[config.mk]
export PLATFORM = sky130hd
export DESIGN_NAME = can_busoff_recovery
export DESIGN_NICKNAME = d
export VERILOG_FILES = /design/src/rtl/bor_pkg.sv /design/src/rtl/bor_step_cnt.sv /design/src/rtl/bor_code_post.sv /design/src/rtl/can_busoff_recovery.sv
export SDC_FILE = /design/constraint.sdc
export NUM_CORES = 1
export LEC_CHECK = 0
export ABC_AREA = 1
export BUFFER_PORTS_ARGS = -buffer_cell sky130_fd_sc_hd__buf_4
export CAP_MARGIN = 20
export CORE_MARGIN = 8
export CORE_UTILIZATION = 55
export DETAILED_ROUTE_END_ITERATION = 12
export GPL_ROUTABILITY_DRIVEN = 1
export PLACE_DENSITY = 0.84
export SKIP_LAST_GASP = 1
export SYNTH_ARGS = -nofsm -noshare
export SYNTH_HDL_FRONTEND = slang
export SYNTH_SLANG_ARGS = --single-unit
[constraint.sdc]
create_clock -name clk -period 1.65 [get_ports clk]
set_input_delay 0.33 -clock clk [delete_from_list [all_inputs] [get_ports clk]]
set_output_delay 0.33 -clock clk [all_outputs]
set_load 0.01 [all_outputs]
[src/rtl/bor_pkg.sv]
package bor_pkg;
   typedef enum logic [1:0] {
      BOR_NORMAL  = 2'd0,
      BOR_HALT    = 2'd1,
      BOR_RECOVER = 2'd2
   } bor_state_e;

   localparam logic [2:0] BOR_CODE_BIT0 = 3'b101;
   localparam logic [2:0] BOR_CODE_NONE = 3'b111;
endpackage

[src/rtl/bor_step_cnt.sv]
// Wrapping event counter: counts adv pulses up to LIMIT, flags the wrap.
module bor_step_cnt #(
   parameter int LIMIT = 11
) (
   input  logic clk,
   input  logic rst_n,
   input  logic clr,
   input  logic adv,
   input  logic zero,
   output logic done
);
   localparam int W = (LIMIT > 1) ? $clog2(LIMIT) : 1;

   generate
      if (LIMIT < 1) begin : g_bad_limit
         $error("bor_step_cnt: LIMIT must be at least 1");
      end
      if (LIMIT == 1) begin : g_single
         assign done = adv && !zero && !clr;
      end else begin : g_count
         logic [W-1:0] cnt_q;
         logic         at_last;

         assign at_last = (cnt_q == W'(LIMIT - 1));
         assign done    = adv && !zero && !clr && at_last;

         always_ff @(posedge clk) begin
            if (!rst_n || clr || zero) begin
               cnt_q <= '0;
            end else if (adv) begin
               cnt_q <= at_last ? '0 : cnt_q + 1'b1;
            end
         end
      end
   endgenerate
endmodule

[src/rtl/bor_code_post.sv]
// Holds the last error code and pulses a strobe on each post.
module bor_code_post #(
   parameter int               LEC_W = 3,
   parameter logic [LEC_W-1:0] CODE  = 3'b101,
   parameter logic [LEC_W-1:0] IDLE  = 3'b111
) (
   input  logic             clk,
   input  logic             rst_n,
   input  logic             post,
   output logic [LEC_W-1:0] code,
   output logic             wr
);
   always_ff @(posedge clk) begin
      if (!rst_n) begin
         code <= IDLE;
         wr   <= 1'b0;
      end else begin
         wr <= post;
         if (post) code <= CODE;
      end
   end
endmodule

[src/rtl/can_busoff_recovery.sv]
module can_busoff_recovery
   import bor_pkg::*;
#(
   parameter int               RUN_LEN   = 11,
   parameter int               IDLE_RUNS = 129,
   parameter int               LEC_W     = 3,
   parameter logic [LEC_W-1:0] LEC_BIT0  = BOR_CODE_BIT0,
   parameter logic [LEC_W-1:0] LEC_INIT  = BOR_CODE_NONE
) (
   input  logic             clk,
   input  logic             rst_n,
   input  logic             bit_tick,
   input  logic             rx_bit,
   input  logic             tec_ovf,
   input  logic             init_wr,
   input  logic             init_wdata,
   output logic             init_flag,
   output logic             bus_off,
   output logic             bus_en,
   output logic             err_clr,
   output logic [LEC_W-1:0] lec_code,
   output logic             lec_wr
);
   generate
      if (RUN_LEN < 2) begin : g_bad_run
         $error("can_busoff_recovery: RUN_LEN must be at least 2");
      end
      if (IDLE_RUNS < 1) begin : g_bad_idle
         $error("can_busoff_recovery: IDLE_RUNS must be at least 1");
      end
      if (LEC_BIT0 == LEC_INIT) begin : g_bad_code
         $error("can_busoff_recovery: Bit0 code must differ from reset code");
      end
   endgenerate

   bor_state_e st_q;
   logic       init_q;
   logic       clr_q;
   logic       recovering;
   logic       run_done;
   logic       idle_done;

   assign recovering = (st_q == BOR_RECOVER);

   bor_step_cnt #(.LIMIT(RUN_LEN)) u_run (
      .clk   (clk),
      .rst_n (rst_n),
      .clr   (!recovering),
      .adv   (bit_tick),
      .zero  (bit_tick && !rx_bit),
      .done  (run_done)
   );

   bor_step_cnt #(.LIMIT(IDLE_RUNS)) u_idle (
      .clk   (clk),
      .rst_n (rst_n),
      .clr   (!recovering),
      .adv   (run_done),
      .zero  (1'b0),
      .done  (idle_done)
   );

   bor_code_post #(.LEC_W(LEC_W), .CODE(LEC_BIT0), .IDLE(LEC_INIT)) u_lec (
      .clk   (clk),
      .rst_n (rst_n),
      .post  (run_done),
      .code  (lec_code),
      .wr    (lec_wr)
   );

   always_ff @(posedge clk) begin
      if (!rst_n) begin
         st_q   <= BOR_NORMAL;
         init_q <= 1'b1;
         clr_q  <= 1'b0;
      end else begin
         clr_q <= 1'b0;
         unique case (st_q)
            BOR_NORMAL: begin
               if (tec_ovf) begin
                  st_q   <= BOR_HALT;
                  init_q <= 1'b1;
               end else if (init_wr) begin
                  init_q <= init_wdata;
               end
            end
            BOR_HALT: begin
               if (init_wr && !init_wdata) begin
                  init_q <= 1'b0;
                  st_q   <= BOR_RECOVER;
               end
            end
            BOR_RECOVER: begin
               if (init_wr) init_q <= init_wdata;
               if (idle_done) begin
                  st_q  <= BOR_NORMAL;
                  clr_q <= 1'b1;
               end
            end
            default: st_q <= BOR_NORMAL;
         endcase
      end
   end

   assign init_flag = init_q;
   assign bus_off   = (st_q != BOR_NORMAL);
   assign bus_en    = (st_q == BOR_NORMAL) && !init_q;
   assign err_clr   = clr_q;
endmodule

Yosys cells after proc, flatten, opt, wreduce, memory -nomap -nowiden
Cells that the tools add are included.
{ "totals": {"regBits": 18, "inputBits": 7, "out_inout_bits": 8, "wordCells": 49} }
{ "op_classes": {"n_addsub": 2, "eq_ne": 7, "muxes": 11, "reduce_logical": 22} }
{ "op_table": {"columns": ["operator", "n"], "rows": [
  ["adder 8 x 1 -> 8 bit, second input constant", 1],
  ["equality test 8 bit, second input constant", 1],
  ["logical AND 1 bit", 8],
  ["2-to-1 mux 8 bit", 1],
  ["zero test 1 bit", 6],
  ["2-to-1 mux 2 bit", 3],
  ["case mux 2 bit (3 select lines)", 1],
  ["adder 4 x 1 -> 4 bit, second input constant", 1],
  ["equality test 4 bit, second input constant", 1],
  ["2-to-1 mux 1 bit", 4],
  ["2-to-1 mux 4 bit", 1],
  ["!= test 2 bit, second input constant", 2],
  ["AND reduction 2 bit", 2],
  ["case mux 1 bit (3 select lines)", 1],
  ["AND reduction 3 bit", 1],
  ["nonzero test 3 bit", 1],
  ["equality test 2 x 1 -> 1 bit, second input constant", 1],
  ["equality test 2 bit, second input constant", 1],
  ["zero test 2 bit", 1],
  ["logical OR 1 bit", 2],
  ["!= test 2 x 1 -> 1 bit, second input constant", 1],
  ["nonzero test 2 bit", 1]
]} }

Longest topological paths before layout
Gate-level depths: netlist (run 1).
{ "depth": {"ltp_word": 10, "ltp_mapped": 9, "ltp_nobuf": 9} }

Modules after synthesis
Synthesis (run 1) repeated with hierarchy kept, for this count alone.
{ "hier_totals": {"hier_cells": 165, "area_unflattened_um2": 1097.3} }
{ "modules_own_cells": {"columns": ["module", "n_inst", "cells_per_inst", "area_each_um2", "seq_area_each_um2"], "rows": [
  ["bor_step_cnt at u_idle", 1, 70, 461.7, 160.2],
  ["can_busoff_recovery", 1, 54, 339.1, 80.1],
  ["bor_step_cnt at u_run", 1, 31, 219.0, 80.1],
  ["bor_code_post", 1, 10, 77.6, 40.0]
]} }

Worst setup path before layout (run 1)
Ideal clock, no wire load.
{ "synth_timing": {"path_type": "register to register", "start": "register st_q[0]", "end": "register u_idle.g_count.cnt_q[5]", "setup_time_ns": 0.067, "arrival_time_ns": 1.353, "t_required_ns": 1.583, "path_slack_ns": 0.230, "path_stages_with_launch": 9, "synth_period_minus_slack_ns": 1.420, "path_cell_list": "dfxtp_1 > inv_1 > ha_1 > nand3_2 > nor2_4 > buf_6 > nand2_4 > or2_0 > a21oi_2"} }
{ "synth_via": {"elab_chain_len": 3, "elab_cells_between_ends": 5, "cone_classes": "1 x eq/ne; 4 x reduce/logical"} }
{ "synth_lines": {"columns": ["element", "line", "source"], "rows": [
  ["start, declared", "can_busoff_recovery.sv:36", "bor_state_e st_q;"],
  ["start signal, assigned", "can_busoff_recovery.sv:73", "st_q <= BOR_NORMAL;"],
  ["start signal, assigned", "can_busoff_recovery.sv:81", "st_q <= BOR_HALT;"],
  ["start signal, assigned", "can_busoff_recovery.sv:90", "st_q <= BOR_RECOVER;"],
  ["equality test 2 bit (*)", "can_busoff_recovery.sv:43", "assign recovering = (st_q == BOR_RECOVER);"],
  ["logical AND 1 bit / zero test 1 bit (equally long branches)", "bor_step_cnt.sv:25, can_busoff_recovery.sv:57", null],
  ["logical AND 1 bit / logical OR 1 bit (equally long branches)", "bor_step_cnt.sv:25, bor_step_cnt.sv:28", null],
  ["end signal, assigned", "bor_step_cnt.sv:31", "cnt_q <= at_last ? '0 : cnt_q + 1'b1;"],
  ["end, declared", "bor_step_cnt.sv:21", "logic [W-1:0] cnt_q;"]
]} }
Mark *: on every way between the ends. The rest lies on a longest branch, timed or not.
A chain may end at the register's enable or synchronous reset.

Worst setup path after layout (run 1)
{ "layout_timing": {"start": "register st_q[0]", "end": "output port bus_en"} }
{ "layout_via": {"elab_chain_len": 2} }
{ "layout_lines": {"columns": ["element", "line", "source"], "rows": [
  ["zero test 2 bit", "can_busoff_recovery.sv:107", "assign bus_en = (st_q == BOR_NORMAL) && !init_q;"],
  ["logical AND 1 bit", "can_busoff_recovery.sv:107", null],
  ["end, declared", "can_busoff_recovery.sv:19", "output logic bus_en,"]
]} }
No other way between the ends.

==> reports/metrics.csv, run 1 <==
stage,metric,value,unit
clocking,clk_latency,0.28,ns
worst_setup_path,worst-path-max-fanout,5,
flow_run,max_cap_violations,0,
clocking,cts_sinks,18,
yosys,yosys.area.top_type_share,0.350,
placed_design,place.gp.congestion,0.833,
clocking,clk_pin_slew,0.10,ns
die,io-pin-count,15,
run_status,status,completed,
power_and_ir_drop,power.density,903,nW/um^2
global_route,track_usage,0.118,
final_layout,drive_gt1_frac,0.194,
die,die-area,3520,um^2
clocking,cts_buffers,3,
clocking,clock_path_buffers,2,
power_and_ir_drop,peakVddDrop,0.000698,V
worst_setup_path,r2r-start,st_q[0]$_SDFFE_PN0P_,
drt,ant_nets,0,
worst_setup_path,worstPathRequired,1.32,ns
worst_setup_path,crit_type,reg2out,
drt,dr_total_vias,876,
timing,rsz0062_at_grt,no,
timing,slew_violations,0,
die,rows,15,
die,die_w,59.3,um
final_layout,num_antenna_cells,0,
drt,drt_pass1_iterations,4,
min_path,hold_path.class,in2reg,
final_layout,fill_cells,148,
yosys,yosysWarnings,0,
drt,drc,0,
power_and_ir_drop,power.leakage,0.531,nW
worst_setup_path,crit_path_end_kind,output port,
worst_setup_path,startpoint_type,flop,
final_layout,multiInputGateArea,569,um^2
placed_design,dp_hpwl,1480,um
timing,fin_skew,0.00746,ns
die,initial_utilization,0.591,
min_path,worstHoldStart,rst_n,
placed_design,place_ws,0.158,ns
timing,setup_slack,0.111,ns
yosys,synth_area_leaders,"dfxtp_1 35%, nand2_1 9.8%, ha_1 9.7%",
timing,finalCritPeriodShare,0.933,
yosys,yosys.area.top_type,dfxtp_1,
final_layout,regArea,363,um^2
timing,tns,0,ns
timing,setup_viol,0,
placed_design,io_buffer_count,12,
placed_design,place_area,1150,um^2
drt,post_drt_wl_per_cell,9.92,um
final_layout,nNetsFinal,172,
power_and_ir_drop,power,0.00106,W
worst_setup_path,timing.critical_path.from,st_q[0]$_SDFFE_PN0P_,
drt,drt_iter0_drc,17,
global_route,gr-total-overflow,0,
clocking,ctsHtreeMaxLevel,1,
yosys,syn_area_per_cell,7.42,um^2
yosys,postSynthCellCount,139,
timing,period_needed,1.54,ns
drt,wl,1790,um
clocking,ctsHoldBuffers,0,
worst_setup_path,arrival,1.21,ns
drt,viasPerCell,4.87,
global_route,grt_max_degree,11,
global_route,grt_pass1_wl,3270,um
global_route,antenna_found_initial,0,
final_layout,syn_to_final_growth,14.2,%
timing,fmax,650,MHz
clocking,tritoncts,built,
final_layout,design_area,1180,um^2
timing,hold_viol,0,
die,core_area,1750,um^2
yosys,synth.distinct_cells,30,
yosys,synth-seq-cells,18,
global_route,first_global_vias,837,
yosys,ys_seq_area_frac,0.350,
die,die_h,59.3,um
clocking,root_buffer,clkbuf_4,
yosys,syn-cell-area,1030,um^2
cell families (layout without fill, tap and decap cells):
kind of cell	Yosys count	in the layout	synth area share
AOI/OAI and AO/OA	18	18	0.103
xor gates and xnor gates	4	4	0.0340
adders and majority gates	8	8	0.0971
buffers and inverters	24	39	0.102
DFF	18	18	0.350
other	1	2	0.00364
and+or+nand+nor	66	66	0.311
per-stage QoR:
step,utilization,std cells,hold WS [ns]
final,0.675,180,0.260
after global routing,0.675,180,0.272
after CTS,0.673,180,0.254
after detailed placement,0.660,177,0.433
after global placement,0.660,177,0.429
after floorplan,-,140,0.399
metal layers:
layer	share of wire	vias up	wire length, um	global-route usage
met2	0.52	9	924	0.214
met1	0.44	401	788	0.124
met3	0.028	4	50	0.0282
met4	0.012	0	21	0.0512
li1	-	462	-	-
met5	0	-	0	0
layout by cell type (no fill, tap or decap), types with 2 or more instances in the layout:
cell	instances
clkbuf_4	3
nand3_1	6
dfxtp_1	16
o21ai_0	4
conb_1	2
xor2_1	4
nand2_1	27
dfxtp_2	2
a21oi_1	7
buf_4	15
nor2_4	2
ha_1	8
inv_1	20
nor2_1	21
nor3_1	2
worst max-delay path, stage by stage (launching register included):
cell and delay [ns]:
dfxtp_2 0.38, inv_1 0.08, ha_1 0.21, inv_1 0.08, nor2_1 0.04, buf_4 0.14
path summary, 6_finish.rpt:
kind | end | slack, ns | depth (start not counted)
worst max register to register | u_idle.g_count.cnt_q[5]$_SDFFE_PN0N_ | 0.17 | 8
worst min-delay path | u_lec.code[1]$_SDFFE_PN1N_ | 0.26 | 2
worst max-delay path | bus_en | 0.11 | 5
worst min register to register | u_lec.code[1]$_SDFFE_PN1N_ | 0.45 | 2
what timing repair did:
action                                  CTS  global route
gates resized for setup                   0             2
setup buffers                             0             0
endpoints found under the setup margin    0             1
sequential cells by signal (all words and copies together), names as in the netlist:
signal / count
u_idle.g_count.cnt_q: 8
u_run.g_count.cnt_q: 4
st_q: 2
err_clr: 1
init_flag: 1
u_lec.code: 1
u_lec.wr: 1
cell type report:
type	count	area share
Tap cell	25	0.0266
Timing Repair Buffer	15	0.0956
Inverter	21	0.0670
Clock buffer	3	0.0191
Multi-Input combinational cell	98	0.484
Sequential cell	18	0.308
power breakdown:
group	internal [W]	leakage, nW	switching, W
Clock	0.0000845	0.0138	0.000121
Combinational	0.000159	0.371	0.000198
Sequential	0.000469	0.146	0.0000324
Total	0.000712	0.531	0.000351
cell usage after synthesis:
cell	n
a211oi_1	1
a21boi_0	1
a21oi_1	7
a21oi_2	1
buf_4	2
buf_6	1
conb_1	1
dfxtp_1	18
ha_1	8
inv_1	20
inv_2	1
nand2_1	27
nand2_2	1
nand2_4	1
nand3_1	6
nand3_2	1
nand4_1	1
nor2_1	21
nor2_2	1
nor2_4	2
nor3_1	2
nor3_4	1
nor4b_2	1
o211ai_1	1
o21a_1	1
o21ai_0	4
o21ai_1	1
o21bai_1	1
or2_0	1
xor2_1	4
(Power assumes the default switching activity.)
==> inputs of run 2 (changes only) <==
--- a/config.mk
+++ b/config.mk
@@ -9,10 +9,10 @@
 export BUFFER_PORTS_ARGS = -buffer_cell sky130_fd_sc_hd__buf_4
 export CAP_MARGIN = 20
 export CORE_MARGIN = 8
-export CORE_UTILIZATION = 55
+export CORE_UTILIZATION = 50
 export DETAILED_ROUTE_END_ITERATION = 12
 export GPL_ROUTABILITY_DRIVEN = 1
-export PLACE_DENSITY = 0.84
+export PLACE_DENSITY = 0.78
 export SKIP_LAST_GASP = 1
 export SYNTH_ARGS = -nofsm -noshare
 export SYNTH_HDL_FRONTEND = slang
==> reports/metrics.csv, run 2 (synthesis results as in run 1) <==
stage,metric,value,unit
clocking,ctsHoldBuffers,0,
placed_design,place_area,1150,um^2
die,die-area,3770,um^2
global_route,use_met3,0.0313,
final_layout,nNetsFinal,172,
global_route,track_usage,0.117,
timing,rsz0062_at_grt,yes,
final_layout,largest-register,u_idle.g_count.cnt_q,
drt,dr_total_vias,870,
clocking,clk_latency,0.28,ns
timing,fin_skew,0.00338,ns
global_route,grt_util_met1,0.119,
final_layout,finish.utilization,0.610,
power_and_ir_drop,p_clk_frac,0.231,
clocking,clk_pin_slew,0.10,ns
final_layout,largest_register_ffs,8,
global_route,top_usage_layer,met2,
final_layout,regArea,363,um^2
worst_setup_path,crit_chain,inv_1 -> ha_1 -> inv_1 -> nor2_1 -> buf_4,
clocking,cts_resized,0,
power_and_ir_drop,p_comb_frac,0.320,
final_layout,drive_gt1_frac,0.199,
final_layout,final_common_cell,nand2_1,
placed_design,io_buffer_count,12,
worst_setup_path,slowest_delay,0.38,ns
timing,period_needed,1.54,ns
global_route,first_global_vias,879,
worst_setup_path,critPathBufInv,3,
die,core_area,1960,um^2
die,initial_utilization,0.526,
final_layout,multiInputGateArea,569,um^2
power_and_ir_drop,intPower,0.000763,W
worst_setup_path,worstPathRequired,1.32,ns
power_and_ir_drop,power.leakage,0.539,nW
drt,drc,0,
worst_setup_path,crit_path_top_delay_cell,dfxtp_2,
worst_setup_path,path_delay_family,flip-flops,
clocking,clock_path_buffers,2,
global_route,grt_pass1_wl,3360,um
drt,wl,1860,um
timing,setup_viol,0,
final_layout,reg_top3,"u_idle.g_count.cnt_q (8), u_run.g_count.cnt_q (4), st_q (2)",
drt,viasPerCell,4.75,
drt,drt_pass1_iterations,4,
drt,drt_iter0_drc,9,
worst_setup_path,crit_type,reg2out,
clocking,cts_sinks,18,
timing,finalCritPeriodShare,0.935,
final_layout,layout.cells.non_filler,183,
final_layout,design_area,1200,um^2
power_and_ir_drop,peakVddDrop,0.000756,V
final_layout,layout_common_cells,"27 x nand2_1, 21 x nor2_1, 20 x inv_1",
global_route,met2_usage,0.222,
final_layout,syn_to_final_growth,16.1,%
clocking,cts_buffers,3,
power_and_ir_drop,switching_power,0.000354,W
flow_run,max_cap_violations,0,
timing,whs,0.258,ns
placed_design,dp_hpwl,1570,um
final_layout,num_antenna_cells,0,
clocking,post_cts_buffers,0,
placed_design,dp_cells,179,
power_and_ir_drop,seq_power_share,0.449,
drt,post_drt_wl_per_cell,10.2,um
clocking,tritoncts,built,
worst_setup_path,crit_path_end_kind,output port,
drt,ant_nets,0,
worst_setup_path,worst-path-max-fanout,5,
run_status,status,completed,
global_route,antenna_found_initial,0,
placed_design,place.gp.congestion,0.848,
clocking,root_buffer,clkbuf_4,
timing,hold_viol,0,
worst_setup_path,arrival,1.21,ns
timing,fmax,648,MHz
die,die_w,61.4,um
power_and_ir_drop,power.density,933,nW/um^2
global_route,gr-total-overflow,0,
worst_setup_path,cp_common_cell,inv_1,
die,io-pin-count,15,
global_route,grt_max_degree,11,
timing,slew_violations,0,
die,die_h,61.4,um
power_and_ir_drop,switching_share,0.317,
clocking,ctsHtreeMaxLevel,1,
final_layout,fill_cells,192,
worst_setup_path,startpoint_type,flop,
die,rows,16,
min_path,hold_path.class,in2reg,
## run 2: final cells by class
| cell class | instances | share of cell area |
|---|---|---|
| sequential | 18 | 0.303 |
| timing repair buffer | 15 | 0.0972 |
| inverter | 21 | 0.0658 |
| multi-input combinational | 98 | 0.475 |
| clock buffer | 4 | 0.0303 |
| tap | 27 | 0.0282 |
## run 2: metrics by stage
stage                     power (W)  setup TNS, ns  setup WS [ns]
after detailed placement   0.000869              0          0.142
after CTS                   0.00114              0         0.0161
final                       0.00112              0          0.107
after floorplan            0.000736              0          0.230
after global placement     0.000850              0          0.234
after global routing        0.00121       -0.00364       -0.00364
## run 2: per-layer routing
layer | wire, um | vias to the layer above
li1 | - | 461
met1 | 815 | 401
met2 | 995 | 8
met3 | 49 | 0
met4 | 0 | 0
met5 | 0 | -
## run 2: final timing paths
path / to / slack (ns) / depth (start not counted) / start
worst max-delay path: bus_en / 0.11 / 5 / st_q[0]$_SDFFE_PN0P_
worst min-delay path: u_lec.code[1]$_SDFFE_PN1N_ / 0.26 / 2 / rst_n
worst max register to register: u_idle.g_count.cnt_q[5]$_SDFFE_PN0N_ / 0.19 / 8 / st_q[0]$_SDFFE_PN0P_
worst min register to register: u_lec.code[1]$_SDFFE_PN1N_ / 0.45 / 2 / u_lec.code[1]$_SDFFE_PN1N_
## run 2: power by group through the flow
stage               Clock (W)  Sequential (W)  Combinational (W)
global placement            0        0.000504           0.000346
global route         0.000291        0.000507           0.000409
detailed placement          0        0.000507           0.000362
CTS                  0.000277        0.000497           0.000363
floorplan                   0        0.000506           0.000230
finish               0.000258        0.000502           0.000357
==> inputs of run 3 (changes only) <==
--- a/config.mk
+++ b/config.mk
@@ -13,7 +13,9 @@
 export DETAILED_ROUTE_END_ITERATION = 12
 export GPL_ROUTABILITY_DRIVEN = 1
 export PLACE_DENSITY = 0.78
+export REMOVE_ABC_BUFFERS = 1
 export SKIP_LAST_GASP = 1
 export SYNTH_ARGS = -nofsm -noshare
 export SYNTH_HDL_FRONTEND = slang
 export SYNTH_SLANG_ARGS = --single-unit
+export TNS_END_PERCENT = 100
==> reports/metrics.csv, run 3 (synthesis results as in run 1) <==
stage,metric,value,unit
power_and_ir_drop,peakVddDrop,0.000737,V
worst_setup_path,r2r_cells,8,
power_and_ir_drop,switching_share,0.328,
power_and_ir_drop,intPower,0.000713,W
power_and_ir_drop,p_clk_frac,0.189,
drt,post_drt_wl_per_cell,10.2,um
placed_design,place_ws,0.181,ns
die,core_area,1960,um^2
placed_design,dp_hpwl,1560,um
timing,period_needed,1.53,ns
final_layout,reg_top3,"u_idle.g_count.cnt_q (8), u_run.g_count.cnt_q (4), st_q (2)",
min_path,holdPathStages,2,
worst_setup_path,timing.rr.end,u_idle.g_count.cnt_q[5]$_SDFFE_PN0N_,
final_layout,final_common_cell,nand2_1,
global_route,gr-total-overflow,0,
clocking,root_buffer,clkbuf_4,
final_layout,syn_to_final_growth,14.4,%
final_layout,num_antenna_cells,0,
min_path,hold_path.class,in2reg,
power_and_ir_drop,power.leakage,0.531,nW
clocking,clk_latency,0.28,ns
final_layout,largest-register,u_idle.g_count.cnt_q,
clocking,clock_path_buffers,2,
drt,dr_total_vias,846,
power_and_ir_drop,power.density,900,nW/um^2
timing,tns,0,ns
final_layout,drive_gt1_frac,0.194,
final_layout,largest_register_ffs,8,
placed_design,place.gp.congestion,0.859,
global_route,grt_pass1_wl,3480,um
timing,fin_skew,0.00188,ns
die,die_w,61.4,um
power_and_ir_drop,switching_power,0.000348,W
run_status,status,completed,
timing,slew_violations,0,
min_path,worstHoldStart,rst_n,
worst_setup_path,startpoint_type,flop,
worst_setup_path,crit_type,reg2out,
worst_setup_path,ff2ff_setup_slack,0.19,ns
final_layout,nNetsFinal,172,
global_route,first_global_vias,855,
global_route,grt_max_degree,11,
worst_setup_path,crit_chain,inv_1 -> ha_1 -> inv_1 -> nor2_1 -> buf_4,
worst_setup_path,crit_path_top_delay_cell,dfxtp_2,
drt,ant_nets,0,
worst_setup_path,worstPathRequired,1.32,ns
clocking,cts_sinks,18,
timing,rsz0062_at_grt,no,
clocking,clk_pin_slew,0.09,ns
final_layout,layout_common_cells,"27 x nand2_1, 21 x nor2_1, 20 x inv_1",
timing,setup_viol,0,
worst_setup_path,cp_common_cell,inv_1,
clocking,tritoncts,built,
power_and_ir_drop,seq_power_share,0.474,
global_route,track_usage,0.122,
die,initial_utilization,0.526,
global_route,antenna_found_initial,0,
drt,drc,0,
timing,fmax,653,MHz
clocking,cts_buffers,3,
drt,drt_pass1_iterations,3,
min_path,min_to,u_lec.code[1]$_SDFFE_PN1N_,
drt,drt_iter0_drc,12,
timing,hold_viol,0,
placed_design,io_buffer_count,12,
die,io-pin-count,15,
power_and_ir_drop,p_comb_frac,0.337,
drt,viasPerCell,4.65,
die,die-area,3770,um^2
worst_setup_path,worst-path-max-fanout,5,
flow_run,max_cap_violations,0,
drt,wl,1850,um
worst_setup_path,r2r-start,st_q[0]$_SDFFE_PN0P_,
die,die_h,61.4,um
worst_setup_path,arrival,1.20,ns
clocking,ctsHtreeMaxLevel,1,
timing,setup_slack,0.120,ns
final_layout,fill_cells,210,
timing,finalCritPeriodShare,0.928,
die,rows,16,
worst_setup_path,crit_path_end_kind,output port,
worst_setup_path,slowest_delay,0.38,ns
run 3: layout make-up:
cell class,instances,area (um^2),share of cell area
inverters,21,78.8,0.0668
flip-flops and latches,18,363,0.308
clock buffers,3,22.5,0.0191
repair buffers,15,113,0.0954
multi-input cells,98,569,0.483
well taps,27,33.8,0.0286
run 3: worst max-delay path by stage:
stage / start / endpoint / slack, ns
detailed placement: st_q[0]$_SDFFE_PN0P_ / u_idle.g_count.cnt_q[5]$_SDFFE_PN0N_ / 0.18
global route: st_q[0]$_SDFFE_PN0P_ / bus_en / 0.02
floorplan: st_q[0]$_SDFFE_PN0P_ / st_q[0]$_SDFFE_PN0P_ / 0.17
global placement: st_q[0]$_SDFFE_PN0P_ / u_idle.g_count.cnt_q[5]$_SDFFE_PN0N_ / 0.24
CTS: st_q[0]$_SDFFE_PN0P_ / bus_en / 0.03
finish: st_q[0]$_SDFFE_PN0P_ / bus_en / 0.12
run 3: power groups by stage:
stage | Sequential (W) | Combinational, W | Clock [W]
after global placement | 0.000504 | 0.000346 | 0
after global routing | 0.000508 | 0.000410 | 0.000232
after CTS | 0.000498 | 0.000364 | 0.000215
after floorplan | 0.000506 | 0.000227 | 0
after detailed placement | 0.000509 | 0.000363 | 0
final | 0.000503 | 0.000358 | 0.000201
run 3: per-stage QoR:
step | instances | power (W) | utilization | cell area, um^2 | hold WS, ns
after floorplan | 137 | 0.000732 | - | 1010 | 0.399
after global placement | 179 | 0.000850 | 0.589 | 1150 | 0.430
after detailed placement | 179 | 0.000872 | 0.589 | 1150 | 0.436
after CTS | 182 | 0.00108 | 0.600 | 1180 | 0.260
after global routing | 182 | 0.00115 | 0.601 | 1180 | 0.258
final | 182 | 0.00106 | 0.601 | 1180 | 0.263
run 3: critical path, delay by kind of cell (launching register included):
family	cells	cell delay, ns
flops	1	0.38
buf+inv	3	0.29
fa+ha+maj	1	0.21
simple gates	1	0.04
run 3: per-layer routing:
metal  part of all wire  routed length, um  global-route usage  vias up
met1               0.42                773               0.121      377
met2               0.55               1010               0.234        4
met3              0.028                 51              0.0313        2
li1                   -                  -                   -      463
met4             0.0081                 15              0.0487        0
met5                  0                  0                   0        -
run 3: timing repair:
action	CTS	global route
setup buffers	0	0
resized for setup	0	2
hold buffers	0	0
setup endpoints to repair	0	1
